===== src/rtl/nand_rd_pkg.sv =====
`timescale 1ns/1ps
package nand_rd_pkg;

  localparam logic [7:0] OP_READ       = 8'h00;
  localparam logic [7:0] OP_CONFIRM    = 8'h30;
  localparam logic [7:0] OP_CACHE_NEXT = 8'h31;
  localparam logic [7:0] OP_CACHE_LAST = 8'h3F;

  localparam int COL_W    = 16;
  localparam int ROW_W    = 24;
  localparam int ADDR_CYC = 5;

  typedef enum logic [2:0] {
    S_IDLE, S_CMD_RD, S_ADDR, S_CONF, S_WAIT, S_CACHE, S_XFER
  } seq_state_t;

  // Round a duration up to whole clock cycles, never below one cycle.
  function automatic int unsigned ns_to_cycles(input int unsigned ns,
                                               input int unsigned clk_ps);
    int unsigned c;
    c = (ns * 1000 + clk_ps - 1) / clk_ps;
    return (c == 0) ? 1 : c;
  endfunction

  // Address byte idx: column low, column high, then row bytes low to high.
  function automatic logic [7:0] addr_byte(input logic [COL_W-1:0] col,
                                           input logic [ROW_W-1:0] row,
                                           input logic [2:0] idx);
    case (idx)
      3'd0:    return col[7:0];
      3'd1:    return col[15:8];
      3'd2:    return row[7:0];
      3'd3:    return row[15:8];
      default: return row[23:16];
    endcase
  endfunction

  function automatic logic [7:0] cache_opcode(input logic last_page);
    return last_page ? OP_CACHE_LAST : OP_CACHE_NEXT;
  endfunction

endpackage


===== src/rtl/nand_rb_waiter.sv =====
`timescale 1ns/1ps
module nand_rb_waiter #(
  parameter int CNT_W    = 16,
  parameter int HOLD_CYC = 20,
  parameter int RR_CYC   = 4
) (
  input  logic             clk,
  input  logic             rst_n,
  input  logic             start,
  input  logic             with_rr,
  input  logic [CNT_W-1:0] limit,
  input  logic             rb,
  output logic             ok,
  output logic             timeout,
  output logic             busy
);

  localparam logic [CNT_W-1:0] HOLD_LAST = CNT_W'(HOLD_CYC - 1);
  localparam logic [CNT_W-1:0] RR_LAST   = CNT_W'(RR_CYC - 1);

  typedef enum logic [1:0] {W_IDLE, W_HOLD, W_POLL, W_RR} wst_t;

  wst_t             st;
  logic [CNT_W-1:0] phase_cnt;
  logic [CNT_W-1:0] total_cnt;
  logic [CNT_W-1:0] limit_q;
  logic             rr_q;
  logic             rdy_hit_q;
  logic             rb_seen;

  assign busy    = (st != W_IDLE);
  assign rb_seen = (st == W_POLL) && rb;
  assign timeout = busy && (total_cnt == limit_q);
  assign ok      = !timeout &&
                   ((rb_seen && !rr_q) || (st == W_RR && phase_cnt == RR_LAST));

  always_ff @(posedge clk or negedge rst_n) begin
    if (!rst_n) begin
      st        <= W_IDLE;
      phase_cnt <= '0;
      total_cnt <= '0;
      limit_q   <= '0;
      rr_q      <= 1'b0;
      rdy_hit_q <= 1'b0;
    end else if (start) begin
      st        <= W_HOLD;
      phase_cnt <= '0;
      total_cnt <= '0;
      limit_q   <= limit;
      rr_q      <= with_rr;
      rdy_hit_q <= 1'b0;
    end else if (timeout || ok) begin
      st <= W_IDLE;
    end else begin
      if (busy) total_cnt <= total_cnt + 1'b1;
      case (st)
        W_HOLD: begin
          phase_cnt <= phase_cnt + 1'b1;
          if (phase_cnt == HOLD_LAST) st <= W_POLL;
        end
        W_POLL: if (rb) begin
          st        <= W_RR;
          phase_cnt <= '0;
          rdy_hit_q <= 1'b1;
        end
        W_RR:    phase_cnt <= phase_cnt + 1'b1;
        default: ;
      endcase
    end
  end

  // a wait can only finish once ready has been observed after the hold.
  p_ok_needs_ready_r5: assert property (@(posedge clk) disable iff (!rst_n)
    ok |-> (rdy_hit_q || rb_seen));

  // an expired wait leaves the waiter idle.
  p_tmo_releases_r10: assert property (@(posedge clk) disable iff (!rst_n)
    (timeout && !start) |=> !busy);

endmodule


===== src/rtl/nand_page_pump.sv =====
`timescale 1ns/1ps
module nand_page_pump #(
  parameter int PAGE_BYTES = 2048
) (
  input  logic       clk,
  input  logic       rst_n,
  input  logic       load,
  input  logic       en,
  output logic       bus_rd,
  input  logic [7:0] bus_rdata,
  output logic       out_valid,
  output logic [7:0] out_data,
  input  logic       out_ready,
  output logic       page_done
);

  localparam int BC_W = $clog2(PAGE_BYTES + 1);

  logic [BC_W-1:0] remain;
  logic            handshake;

  assign handshake = out_valid && out_ready;
  assign bus_rd    = en && (remain != '0) && (!out_valid || out_ready);
  assign page_done = en && (remain == '0) && handshake;

  always_ff @(posedge clk or negedge rst_n) begin
    if (!rst_n) begin
      remain    <= '0;
      out_valid <= 1'b0;
      out_data  <= '0;
    end else begin
      if (load) remain <= BC_W'(PAGE_BYTES);
      else if (bus_rd) remain <= remain - 1'b1;
      if (bus_rd) begin
        out_data  <= bus_rdata;
        out_valid <= 1'b1;
      end else if (handshake) begin
        out_valid <= 1'b0;
      end
    end
  end

  // a stalled byte stays put.
  p_hold_stalled_r7: assert property (@(posedge clk) disable iff (!rst_n)
    (out_valid && !out_ready) |=> (out_valid && $stable(out_data)));

  // the page ends on a handshake, not on a fresh read.
  p_end_no_read_r8: assert property (@(posedge clk) disable iff (!rst_n)
    page_done |-> !bus_rd);

endmodule


===== src/rtl/nand_seqread_ctrl.sv =====
`timescale 1ns/1ps
module nand_seqread_ctrl
  import nand_rd_pkg::*;
#(
  parameter int CLK_PS     = 5000,
  parameter int T_R_NS     = 20000,
  parameter int T_RCBSY_NS = 5000,
  parameter int T_RR_NS    = 20,
  parameter int T_WB_NS    = 100,
  parameter int TO_MULT    = 4,
  parameter int PAGE_BYTES = 2048,
  parameter int PG_W       = 8
) (
  input  logic            clk,
  input  logic            rst_n,
  input  logic            req_valid,
  output logic            req_ready,
  input  logic [23:0]     req_row,
  input  logic [15:0]     req_col,
  input  logic [PG_W-1:0] req_pages,
  input  logic            req_cached,
  output logic            bus_cmd_wr,
  output logic            bus_addr_wr,
  output logic [7:0]      bus_wdata,
  output logic            bus_rd,
  input  logic [7:0]      bus_rdata,
  input  logic            bus_rdy,
  output logic            out_valid,
  output logic [7:0]      out_data,
  input  logic            out_ready,
  output logic            done,
  output logic            err
);

  localparam int R_CYC  = ns_to_cycles(T_R_NS, CLK_PS);
  localparam int RC_CYC = ns_to_cycles(T_RCBSY_NS, CLK_PS);
  localparam int RR_CYC = ns_to_cycles(T_RR_NS, CLK_PS);
  localparam int WB_CYC = ns_to_cycles(T_WB_NS, CLK_PS);
  localparam int TO_R   = TO_MULT * R_CYC;
  localparam int TO_RC  = TO_MULT * RC_CYC;
  localparam int TO_MAX = (TO_R > TO_RC) ? TO_R : TO_RC;
  localparam int CNT_W  = $clog2(TO_MAX + WB_CYC + RR_CYC) + 2;

  seq_state_t       st;
  logic [ROW_W-1:0] row_q;
  logic [COL_W-1:0] col_q;
  logic [PG_W-1:0]  pages_left;
  logic             cached_q;
  logic             prefetch_q;
  logic [2:0]       addr_idx;
  logic             done_q;
  logic             err_q;

  logic             wait_start, wait_rr, wait_ok, wait_tmo, wait_busy;
  logic [CNT_W-1:0] wait_limit;
  logic             pump_load, pump_en, page_done;
  logic             last_page;

  assign req_ready = (st == S_IDLE);
  assign last_page = (pages_left == PG_W'(1));
  assign done      = done_q;
  assign err       = err_q;

  always_comb begin
    bus_cmd_wr  = 1'b0;
    bus_addr_wr = 1'b0;
    bus_wdata   = 8'h00;
    case (st)
      S_CMD_RD: begin bus_cmd_wr = 1'b1; bus_wdata = OP_READ; end
      S_ADDR:   begin bus_addr_wr = 1'b1; bus_wdata = addr_byte(col_q, row_q, addr_idx); end
      S_CONF:   begin bus_cmd_wr = 1'b1; bus_wdata = OP_CONFIRM; end
      S_CACHE:  begin bus_cmd_wr = 1'b1; bus_wdata = cache_opcode(last_page); end
      default:  ;
    endcase
  end

  assign wait_start = (st == S_CONF) || (st == S_CACHE);
  assign wait_rr    = (st == S_CACHE) || !cached_q;
  assign wait_limit = (st == S_CACHE) ? CNT_W'(TO_RC) : CNT_W'(TO_R);
  assign pump_load  = (st == S_WAIT) && wait_ok && !prefetch_q;
  assign pump_en    = (st == S_XFER);

  nand_rb_waiter #(.CNT_W(CNT_W), .HOLD_CYC(WB_CYC), .RR_CYC(RR_CYC)) u_wait (
    .clk(clk), .rst_n(rst_n), .start(wait_start), .with_rr(wait_rr),
    .limit(wait_limit), .rb(bus_rdy), .ok(wait_ok), .timeout(wait_tmo),
    .busy(wait_busy)
  );

  nand_page_pump #(.PAGE_BYTES(PAGE_BYTES)) u_pump (
    .clk(clk), .rst_n(rst_n), .load(pump_load), .en(pump_en),
    .bus_rd(bus_rd), .bus_rdata(bus_rdata), .out_valid(out_valid),
    .out_data(out_data), .out_ready(out_ready), .page_done(page_done)
  );

  always_ff @(posedge clk or negedge rst_n) begin
    if (!rst_n) begin
      st         <= S_IDLE;
      row_q      <= '0;
      col_q      <= '0;
      pages_left <= '0;
      cached_q   <= 1'b0;
      prefetch_q <= 1'b0;
      addr_idx   <= '0;
      done_q     <= 1'b0;
      err_q      <= 1'b0;
    end else begin
      done_q <= 1'b0;
      case (st)
        S_IDLE: if (req_valid && req_pages != '0) begin
          row_q      <= req_row;
          col_q      <= req_col;
          pages_left <= req_pages;
          cached_q   <= req_cached && (req_pages > PG_W'(1));
          err_q      <= 1'b0;
          st         <= S_CMD_RD;
        end
        S_CMD_RD: begin
          addr_idx <= '0;
          st       <= S_ADDR;
        end
        S_ADDR: begin
          addr_idx <= addr_idx + 1'b1;
          if (addr_idx == 3'(ADDR_CYC - 1)) st <= S_CONF;
        end
        S_CONF: begin
          prefetch_q <= cached_q;
          st         <= S_WAIT;
        end
        S_WAIT: begin
          if (wait_tmo) begin
            err_q <= 1'b1;
            st    <= S_IDLE;
          end else if (wait_ok) begin
            prefetch_q <= 1'b0;
            st         <= prefetch_q ? S_CACHE : S_XFER;
          end
        end
        S_CACHE: st <= S_WAIT;
        S_XFER: if (page_done) begin
          if (last_page) begin
            done_q <= 1'b1;
            st     <= S_IDLE;
          end else begin
            pages_left <= pages_left - 1'b1;
            if (cached_q) begin
              st <= S_CACHE;
            end else begin
              row_q <= row_q + 1'b1;
              col_q <= '0;
              st    <= S_CMD_RD;
            end
          end
        end
        default: st <= S_IDLE;
      endcase
    end
  end

  // confirm always follows an address byte.
  p_conf_after_addr_r3: assert property (@(posedge clk) disable iff (!rst_n)
    (bus_cmd_wr && bus_wdata == OP_CONFIRM) |-> $past(bus_addr_wr));

  // cache commands appear only in a multi-page cached run.
  p_cache_cmd_multi_r2: assert property (@(posedge clk) disable iff (!rst_n)
    (bus_cmd_wr && (bus_wdata == OP_CACHE_NEXT || bus_wdata == OP_CACHE_LAST))
      |-> cached_q);

  p_one_strobe_r6: assert property (@(posedge clk) disable iff (!rst_n)
    $onehot0({bus_cmd_wr, bus_addr_wr, bus_rd}));

  p_done_pulse_r9: assert property (@(posedge clk) disable iff (!rst_n)
    done |=> !done);

  p_done_after_hs_r9: assert property (@(posedge clk) disable iff (!rst_n)
    done |-> $past(out_valid && out_ready));

  p_err_abort_r10: assert property (@(posedge clk) disable iff (!rst_n)
    $rose(err) |-> (st == S_IDLE && !done));

  p_quiet_idle_r11: assert property (@(posedge clk) disable iff (!rst_n)
    (st == S_IDLE) |-> !(bus_cmd_wr || bus_addr_wr || bus_rd));

  // data moves only after the wait has finished.
  p_no_wait_in_xfer_r5: assert property (@(posedge clk) disable iff (!rst_n)
    bus_rd |-> !wait_busy);

endmodule


===== config.mk =====
export PLATFORM = sky130hd
export DESIGN_NAME = nand_seqread_ctrl
export DESIGN_NICKNAME = d
export VERILOG_FILES = /design/src/rtl/nand_rd_pkg.sv /design/src/rtl/nand_rb_waiter.sv /design/src/rtl/nand_page_pump.sv /design/src/rtl/nand_seqread_ctrl.sv
export SDC_FILE = /design/constraint.sdc
export NUM_CORES = 1
export LEC_CHECK = 0
export ABC_CLOCK_PERIOD_IN_PS = 7250
export BUFFER_PORTS_ARGS = -buffer_cell sky130_fd_sc_hd__buf_2
export CAP_MARGIN = 20
export CORE_UTILIZATION = 64
export DETAILED_ROUTE_END_ITERATION = 7
export GPL_ROUTABILITY_DRIVEN = 0
export PLACE_DENSITY = 0.86
export RECOVER_POWER = 50
export SETUP_SLACK_MARGIN = 0.15
export SLEW_MARGIN = 15
export SYNTH_ARGS = -nofsm -noshare
export SYNTH_HDL_FRONTEND = slang
export SYNTH_HIERARCHICAL = 1
export SYNTH_SLANG_ARGS = --single-unit

===== constraint.sdc =====
create_clock -name clk -period 7.25 [get_ports clk]
set_input_delay 0.725 -clock clk [delete_from_list [all_inputs] [get_ports clk]]
set_output_delay 0.725 -clock clk [all_outputs]
set_load 0.01 [all_outputs]

==> impl_metrics.yaml, run 1 <==
timing:
  rsz0062_at_grt: "false"
  worst-slew-pin-transition_ns: 2.38
  fin_crit_sh_pct: 52.5
  finalSetupViolCount: 0
  finalHoldViolations: 0
  slew_viol_final: 46
  max_clock_freq_ghz: 0.263
  finalCriticalPeriod_ns: 3.81
  setup_tns_ns: 0
  finClkSkew_ns: 0.00716
  timing.hold.ws_ns: 0.472
  slew-limit-headroom_pct: -58.4
final_layout:
  final_layout_size_suffix_gt1_share_pct: 18.5
  area_delta_synth_final_pct: 12.7
  insertedDiodeCount: 0
  stdcell_count: 1080
  final_nets: 998
critical_path:
  r2r-start: "st[0]"
  cp_data_required_time_ns: 6.52
  path_buf_inv: 3
  crit_path_max_incr_delay_ns: 0.64
  slowest_stage: "dfrtp_1"
  critPathMaxFanout: 65
  rr_endpoint: "row_q[21]"
  path_cells: "nand3b_1 > buf_4 > clkinv_1 > nand2_1 > nor2_2 > buf_2"
  r2r_slack_ns: 3.69
  crit_type: "register to primary output"
  start_kind: "register"
  ff2ff_path_depth: 11
  crit_arrival_ns: 3.08
  cp_top_family: "buffers and inverters"
  end_kind: "primary output"
synth:
  synth_area_per_cell_sq_um: 9.08
  yosysMostFrequentCell: "dfrtp_1"
  synth_edf_count: 0
  seq_area_frac_synth_pct: 41.6
  synth_common_cells: "130 x dfrtp_1, 76 x a21oi_1, 71 x nand2_1"
  ys.warnings.count: 6
  ys.flop_type: "dfrtp_1"
  synth_area_leader_cell: "dfrtp_1"
  synth_top_area_share_pct: 41.6
  synth_area_sq_um: 7810
  synthTopCellsByArea: "dfrtp_1 42%, a21oi_1 4.9%, nand3_1 4.0%"
  ys_ff_latch: 130
  synth.distinct_cells: 81
  async_flop_share_pct: 100
  syn_inst: 860
placement:
  io_buffers: 84
  dp.cells: 1047
  dp_hpwl_um: 13200
floorplan:
  rows: 39
  coreArea_sq_um: 11700
  start_util_pct: 67.0
  dieArea_sq_um: 12700
  die_height_um: 112
  ios: 85
  dieWidth_um: 112
status:
  violations: "capacitance limit, slew limit"
  status: "finished, violations left"
hold_path:
  worst_hold_path_type: "register to register"
  min_from: "col_q[15]"
  holdPathEnd: "col_q[15]"
  hold_depth: 2
power_and_ir_drop:
  p_leak_nw: 3.89
  peakVddDrop_mv: 0.280
  p_per_area_nw_per_um2: 415
  total_power_mw: 3.66
global_route:
  antenna_found_initial: 0
  grt_use_total_pct: 32.8
  grt_pass1_wl_um: 33100
  grt_pass1_vias: 6828
  overflow: 0
  grt_max_degree: 87
detailed_routing:
  drt_iter0_markers: 865
  drt-total-wl_um: 19900
  via_per_inst: 6.72
  routedWlPerCell_um: 18.5
  drc: 0
  postRouteAntennaNets: 0
  dr.pass1.iters: 5
  via_count: 7255
clock_tree:
  htreeDepth: 4
  clk_path_buf_depth: 2
  root_buffer: "clkbuf_16"
  cts_setup_buffers: 0
  clk_pin_slew_ns: 0.06
  holdBufCountCts: 0
  cts_buffers: 17
  ctsResizeCount: 0
  clk_latency_ns: 0.42
  cts_tree: "yes"
  cts.sinks: 130
flow_run:
  cap_violations: 1
[sequential cells by signal (all words and copies together) (netlist names), 8 cells and up]
name              cells
row_q                24
col_q                16
u_wait/limit_q       16
u_wait/phase_cnt     16
u_wait/total_cnt     16
u_pump/remain        12
pages_left            8
u_pump/out_data       8
[through the flow]
| stage | instance area (sq um) | utilization, % | setup WS (ns) |
|---|---|---|---|
| finish | 8800 | 75.5 | 3.44 |
| global route | 8800 | 75.5 | 3.21 |
| CTS | 8780 | 75.3 | 2.65 |
| detailed placement | 8230 | 70.6 | 3.09 |
| global placement | 8230 | 70.6 | 3.24 |
| floorplan | 7850 | - | 4.27 |
[per-layer routing]
metal,vias to the layer above,track usage [%],wire length [um]
li1,3325,-,-
met1,3530,43.2,8180
met2,359,54.5,10000
met3,41,5.78,1350
met4,0,12.1,388
met5,-,0,0
[cells by family (layout without fill, tap and decap cells)]
group	Yosys count	after routing	synth area share (%)
buf+inv	83	150	4.79
xor+xnor	17	17	1.91
other cells	2	12	0.0961
fa+ha+maj	12	12	1.92
mux	30	30	4.61
flops	130	130	41.6
simple gates	339	339	24.6
compound gates	247	247	20.5
[cell type report]
| type | count | area [sq um] |
|---|---|---|
| multi-input cells | 657 | 4240 |
| well taps | 143 | 179 |
| clock inverters | 11 | 87.6 |
| clock buffers | 21 | 460 |
| fillers | 839 | 2860 |
| inverters | 27 | 101 |
| flip-flops and latches | 130 | 3250 |
| repair buffers | 91 | 485 |
[worst max-delay path by stage]
| stage | startpoint | to | slack, ns | depth (start not counted) |
|---|---|---|---|---|
| after floorplan | u_wait/total_cnt[9] | u_pump/remain[3] | 4.27 | 9 |
| after global placement | st[0] | bus_rd | 3.24 | 6 |
| after detailed placement | st[0] | row_q[17] | 3.09 | 11 |
| after CTS | st[0] | bus_rd | 2.65 | 6 |
| after global routing | st[0] | bus_rd | 3.21 | 6 |
| final | st[0] | bus_rd | 3.44 | 6 |
[report_power, final]
| group | total [mW] | leakage, nW | switching [mW] | internal [mW] |
|---|---|---|---|---|
| Sequential | 1.38 | 1.62 | 0.367 | 1.01 |
| Combinational | 1.49 | 2.00 | 0.867 | 0.619 |
| Clock | 0.795 | 0.268 | 0.311 | 0.484 |
| Total | 3.66 | 3.89 | 1.55 | 2.11 |
[tightest hold or removal path: stages, from the launching register on]
cell,delay [ns]
dfrtp_1,0.35
nand2_1,0.05
nand2_1,0.05
[layout by cell type (no fill, tap or decap), drive strengths merged, types with 6 or more instances in the layout]
| master | n |
|---|---|
| ha | 12 |
| nor3 | 17 |
| o22ai | 6 |
| clkinv | 8 |
| nand2 | 72 |
| inv | 26 |
| and3 | 10 |
| a21oi | 76 |
| a22oi | 19 |
| o22a | 9 |
| dfrtp | 130 |
| conb | 12 |
| xnor2 | 8 |
| nor2 | 60 |
| nand3 | 65 |
| nand2b | 8 |
| o31ai | 20 |
| and4 | 8 |
| or4 | 22 |
| buf | 82 |
| a31oi | 16 |
| mux2 | 27 |
| or3 | 11 |
| nand4 | 14 |
| nor4 | 21 |
| clkbuf | 30 |
| xor2 | 9 |
| o21ai | 61 |
No activity file was read; power rests on OpenSTA's default activity.
==> run 2, diff against run 1 <==
Settings changed: ABC_CLOCK_PERIOD_IN_PS 7250 to 3900, CORE_UTILIZATION 64 to 60, PLACE_DENSITY 0.86 to 0.81.
Clock period 7.25 ns to 3.9 ns, I/O delays scaled along.
==> impl_metrics.yaml, run 2 (synthesized netlist as in run 1, its figures left out) <==
critical_path:
  end_kind: "primary output"
  crit_path_max_incr_delay_ns: 0.70
  crit_cells: 6
  cp_top_family: "simple AND/OR/NAND/NOR gates"
  ff2ff_path_depth: 10
  cp-startpoint: "st[2]"
  start_kind: "register"
  critPathMaxFanout: 41
  r2r_slack_ns: 0.75
  crit_arrival_ns: 2.94
  cp_data_required_time_ns: 3.51
  path_buf_inv: 3
  slowest_stage: "dfrtp_1"
  r2r-start: "u_pump/remain[0]"
  path_cells: "nand3b_1 > clkinv_1 > buf_4 > nand2_1 > nor2_2 > buf_2"
  rr_endpoint: "row_q[11]"
  crit_type: "register to primary output"
  endpoint: "bus_rd"
power_and_ir_drop:
  switchingPower_mw: 2.79
  p_per_area_nw_per_um2: 781
  comb_power_share_pct: 39.1
  p_int_mw: 4.20
  swShare_pct: 40.0
  seqPwrFrac_pct: 35.9
  p_leak_nw: 3.93
  clkPwrFrac_pct: 25.0
  peakVddDrop_mv: 0.392
placement:
  io_buffers: 84
  dp_hpwl_um: 12900
  dp.cells: 1083
timing:
  fin_crit_sh_pct: 85.3
  slew-limit-headroom_pct: -52.6
  finalCriticalPeriod_ns: 3.33
  slew_viol_final: 91
  finClkSkew_ns: 0.00734
  finalHoldViolations: 0
  finalSetupViolCount: 0
  max_clock_freq_ghz: 0.301
  worst-slew-pin-transition_ns: 2.29
  setup_tns_ns: 0
  rsz0062_at_grt: "false"
  timing.hold.ws_ns: 0.185
clock_tree:
  holdBufCountCts: 0
  htreeDepth: 4
  root_buffer: "clkbuf_16"
  cts_tree: "yes"
  ctsResizeCount: 0
  clk_path_buf_depth: 2
  clk_latency_ns: 0.42
  cts.sinks: 130
  cts_buffers: 17
  cts_setup_buffers: 0
  clk_pin_slew_ns: 0.05
final_layout:
  final_nets: 1004
  area_delta_synth_final_pct: 14.6
  largest_reg_flops: 24
  most-common-layout-cells: "130 x dfrtp_1, 76 x a21oi_1, 72 x buf_2"
  regMostFlops: "row_q"
  stdcell_count: 1115
  insertedDiodeCount: 0
  n_fill_cell: 1045
  final_layout_size_suffix_gt1_share_pct: 18.2
  final_common_cell: "dfrtp_1"
detailed_routing:
  dr.pass1.iters: 5
  via_count: 7058
  drt-total-wl_um: 19100
  via_per_inst: 6.33
  routedWlPerCell_um: 17.2
  postRouteAntennaNets: 0
  drt_iter0_markers: 704
  drc: 0
floorplan:
  rows: 41
  start_util_pct: 61.6
  die_height_um: 116
  dieArea_sq_um: 13500
  ios: 85
  dieWidth_um: 116
  coreArea_sq_um: 12700
status:
  violations: "capacitance limit, slew limit"
  status: "finished, violations left"
flow_run:
  cap_violations: 1
global_route:
  grt_max_degree: 91
  grt_pass1_wl_um: 32000
  grt_use_total_pct: 30.5
  antenna_found_initial: 0
  overflow: 0
  grt_pass1_vias: 6596
hold_path:
  worst_hold_path_type: "input port to register"
run 2: cell types whose count changed in the layout (fill, tap and decap cells not counted), moves of 2 or more:
cell	previous run	this run
buf_2	75	72
buf_4	5	11
bufinv_16	1	5
clkbuf_1	11	18
clkinv_2	7	0
clkinv_4	0	2
clkinvlp_4	3	1
run 2: metrics by stage:
stage / worst slack (ns) / area (sq um) / power (mW) / utilization (%)
3_5_place_dp: 0.866 / 8320 / 5.21 / 65.7
3_3_place_gp: 0.945 / 8320 / 5.13 / 65.7
6_report: 0.573 / 8950 / 6.99 / 70.6
2_1_floorplan: 0.921 / 7850 / 4.49 / -
5_1_grt: 0.394 / 8950 / 7.49 / 70.6
4_1_cts: 0.593 / 8970 / 6.99 / 70.8
run 2: worst min-delay path by stage:
stage | start | end | depth (start not counted)
finish | req_col[8] | col_q[8] | 3
global route | req_col[11] | col_q[11] | 3
CTS | rst_n | u_wait/phase_cnt[5] | 1
detailed placement | col_q[4] | col_q[4] | 2
global placement | col_q[0] | col_q[0] | 2
floorplan | rst_n | addr_idx[0] | 0
run 2: layer usage:
metal | GRT usage (%) | up-vias | routed length (um) | part of all wire, %
met4 | 12.8 | 0 | 450 | 2.4
met2 | 48.0 | 235 | 9380 | 49
met3 | 6.54 | 42 | 1090 | 5.7
met1 | 41.1 | 3433 | 8210 | 43
met5 | 0 | - | 0 | 0
li1 | - | 3348 | - | -
run 2: layout make-up:
cell class                      instances  area (sq um)  area share (%)
Inverter                               27           101            1.13
Clock buffer                           24           472            5.27
Timing Repair Buffer                   97           497            5.55
Tap cell                              172           215            2.40
Sequential cell                       130          3250            36.3
Multi-Input combinational cell        657          4240            47.3
Clock inverter                          8           175            1.96
run 2: worst reg2reg max path: cells and delay by family (launching register included):
kind / cells / cell delay [ns]
adder cells (fa/ha/maj): 1 / 0.15
buffers and inverters: 1 / 0.11
AO/OA/AOI/OAI: 4 / 1.38
flip-flops: 1 / 0.40
AND/OR/NAND/NOR: 4 / 1.02
run 2: power by group through the flow:
stage                     Sequential (mW)  Clock, mW  Combinational [mW]
after detailed placement             2.50          0                2.72
after floorplan                      2.30          0                2.19
after CTS                            2.49       1.76                2.74
final                                2.51       1.75                2.73
after global placement               2.48          0                2.65
after global routing                 2.58       1.83                3.08
==> run 3, diff against run 2 <==
Settings changed: CORE_ASPECT_RATIO set to 1.75, SLEW_MARGIN 15 to 20.
==> impl_metrics.yaml, run 3 (synthesized netlist as in run 1, its figures left out) <==
status:
  status: "finished, violations left"
  violations: "capacitance limit, slew limit"
power_and_ir_drop:
  switchingPower_mw: 2.94
  swShare_pct: 42.3
  p_per_area_nw_per_um2: 782
  p_leak_nw: 3.91
  clkPwrFrac_pct: 23.2
  seqPwrFrac_pct: 35.4
  comb_power_share_pct: 41.4
  p_int_mw: 4.01
  peakVddDrop_mv: 0.546
  total_power_mw: 6.96
detailed_routing:
  via_count: 7188
  drc: 0
  dr.pass1.iters: 5
  routedWlPerCell_um: 18.6
  postRouteAntennaNets: 0
  via_per_inst: 6.47
  drt_iter0_markers: 380
  drt-total-wl_um: 20700
critical_path:
  r2r-start: "u_pump/remain[0]"
  start_kind: "register"
  crit_arrival_ns: 2.86
  end_kind: "primary output"
  ff2ff_path_depth: 10
  r2r_slack_ns: 0.86
  crit_type: "register to primary output"
  cp_data_required_time_ns: 3.51
  rr_endpoint: "row_q[23]"
  critPathMaxFanout: 41
timing:
  max_clock_freq_ghz: 0.308
  setup_tns_ns: 0
  finalSetupViolCount: 0
  slew-limit-headroom_pct: -41.4
  finClkSkew_ns: 0.0106
  layout_setup_ws_ns: 0.654
  finalHoldViolations: 0
  rsz0062_at_grt: "false"
  slew_viol_final: 84
  fin_crit_sh_pct: 83.2
  finalCriticalPeriod_ns: 3.25
  worst-slew-pin-transition_ns: 2.12
hold_path:
  min_from: "req_col[11]"
  hold_depth: 3
  holdPathEnd: "col_q[11]"
  worst_hold_path_type: "input port to register"
final_layout:
  final_layout_size_suffix_gt1_share_pct: 18.9
  insertedDiodeCount: 0
  largest_reg_flops: 24
  area_delta_synth_final_pct: 13.9
  regMostFlops: "row_q"
  final_common_cell: "dfrtp_1"
  final_nets: 1004
  fin_util_pct: 70.8
  finish.instance_area_sq_um: 8890
  most-common-layout-cells: "130 x dfrtp_1, 76 x a21oi_1, 74 x buf_2"
clock_tree:
  clk_latency_ns: 0.42
  cts_tree: "yes"
  ctsResizeCount: 0
  root_buffer: "clkbuf_16"
  cts_setup_buffers: 0
  holdBufCountCts: 0
  cts_buffers: 17
  clk_pin_slew_ns: 0.06
  clk_path_buf_depth: 2
  cts.sinks: 130
  htreeDepth: 4
global_route:
  grt_pass1_wl_um: 34200
  top_usage_layer: "met2"
  met2_usage_pct: 55.8
  overflow: 0
  grt_util_met3_pct: 5.83
  grt_pass1_vias: 7313
  grt_use_total_pct: 32.3
  antenna_found_initial: 0
  grt_max_degree: 84
  grt_use_met1_pct: 36.7
placement:
  dp_hpwl_um: 14200
  place_area_sq_um: 8330
  io_buffers: 84
  pre_cts_ws_ns: 0.906
floorplan:
  rows: 54
  die_height_um: 153
  ios: 85
  start_util_pct: 62.2
  dieWidth_um: 88.3
  dieArea_sq_um: 13500
  coreArea_sq_um: 12600
flow_run:
  cap_violations: 1
[run 3: changes by cell type in the layout (fill, tap and decap cells not counted)]
cell / before / now
clkbuf_8: 2 / 1
buf_2: 72 / 74
inv_6: 0 / 6
bufinv_16: 5 / 2
clkbuf_1: 18 / 12
clkinvlp_4: 1 / 5
clkinv_4: 2 / 0
[run 3: power groups by stage]
stage                     sequential [mW]  clock (mW)  combinational [mW]
after global routing                 2.53        1.69                3.18
after floorplan                      2.30           0                2.19
after CTS                            2.45        1.63                2.87
after global placement               2.44           0                2.76
after detailed placement             2.46           0                2.84
final                                2.47        1.61                2.88
[run 3: layer usage]
layer	wire [um]	share of wire, %
met2	11100	54
met1	7430	36
met3	1210	5.8
met4	925	4.5
met5	0	0
[run 3: critical path, cell delays in order (launching register included)]
cell,delay [ns]
dfrtp_1,0.36
buf_4,0.19
nand3b_1,0.28
clkinv_1,0.11
buf_4,0.38
nand2_1,0.29
nor2_2,0.58
buf_2,0.25
[run 3: cell type report]
class	instances	area (sq um)
clock buffers	19	443
well taps	168	210
multi-input cells	657	4240
repair buffers	97	499
flip-flops and latches	130	3250
clock inverters	13	150
fillers	991	3670
inverters	27	101
[run 3: stage by stage]
| stage | hold WS (ns) | cells |
|---|---|---|
| 2_1_floorplan | 0.0944 | 870 |
| 3_3_place_gp | 0.459 | 1079 |
| 3_5_place_dp | 0.464 | 1079 |
| 4_1_cts | 0.0411 | 1111 |
| 5_1_grt | 0.191 | 1111 |
| 6_report | 0.185 | 1111 |
[run 3: how the worst max path moves through the flow]
stage	from	to	slack [ns]	depth (start not counted)
final	st[0]	bus_rd	0.65	7
after global routing	st[0]	bus_rd	0.48	7
after CTS	st[0]	bus_rd	0.64	7
after detailed placement	u_pump/remain[0]	row_q[23]	0.91	10
after global placement	u_pump/remain[0]	row_q[23]	0.99	10
after floorplan	u_wait/total_cnt[9]	u_pump/remain[3]	0.92	9
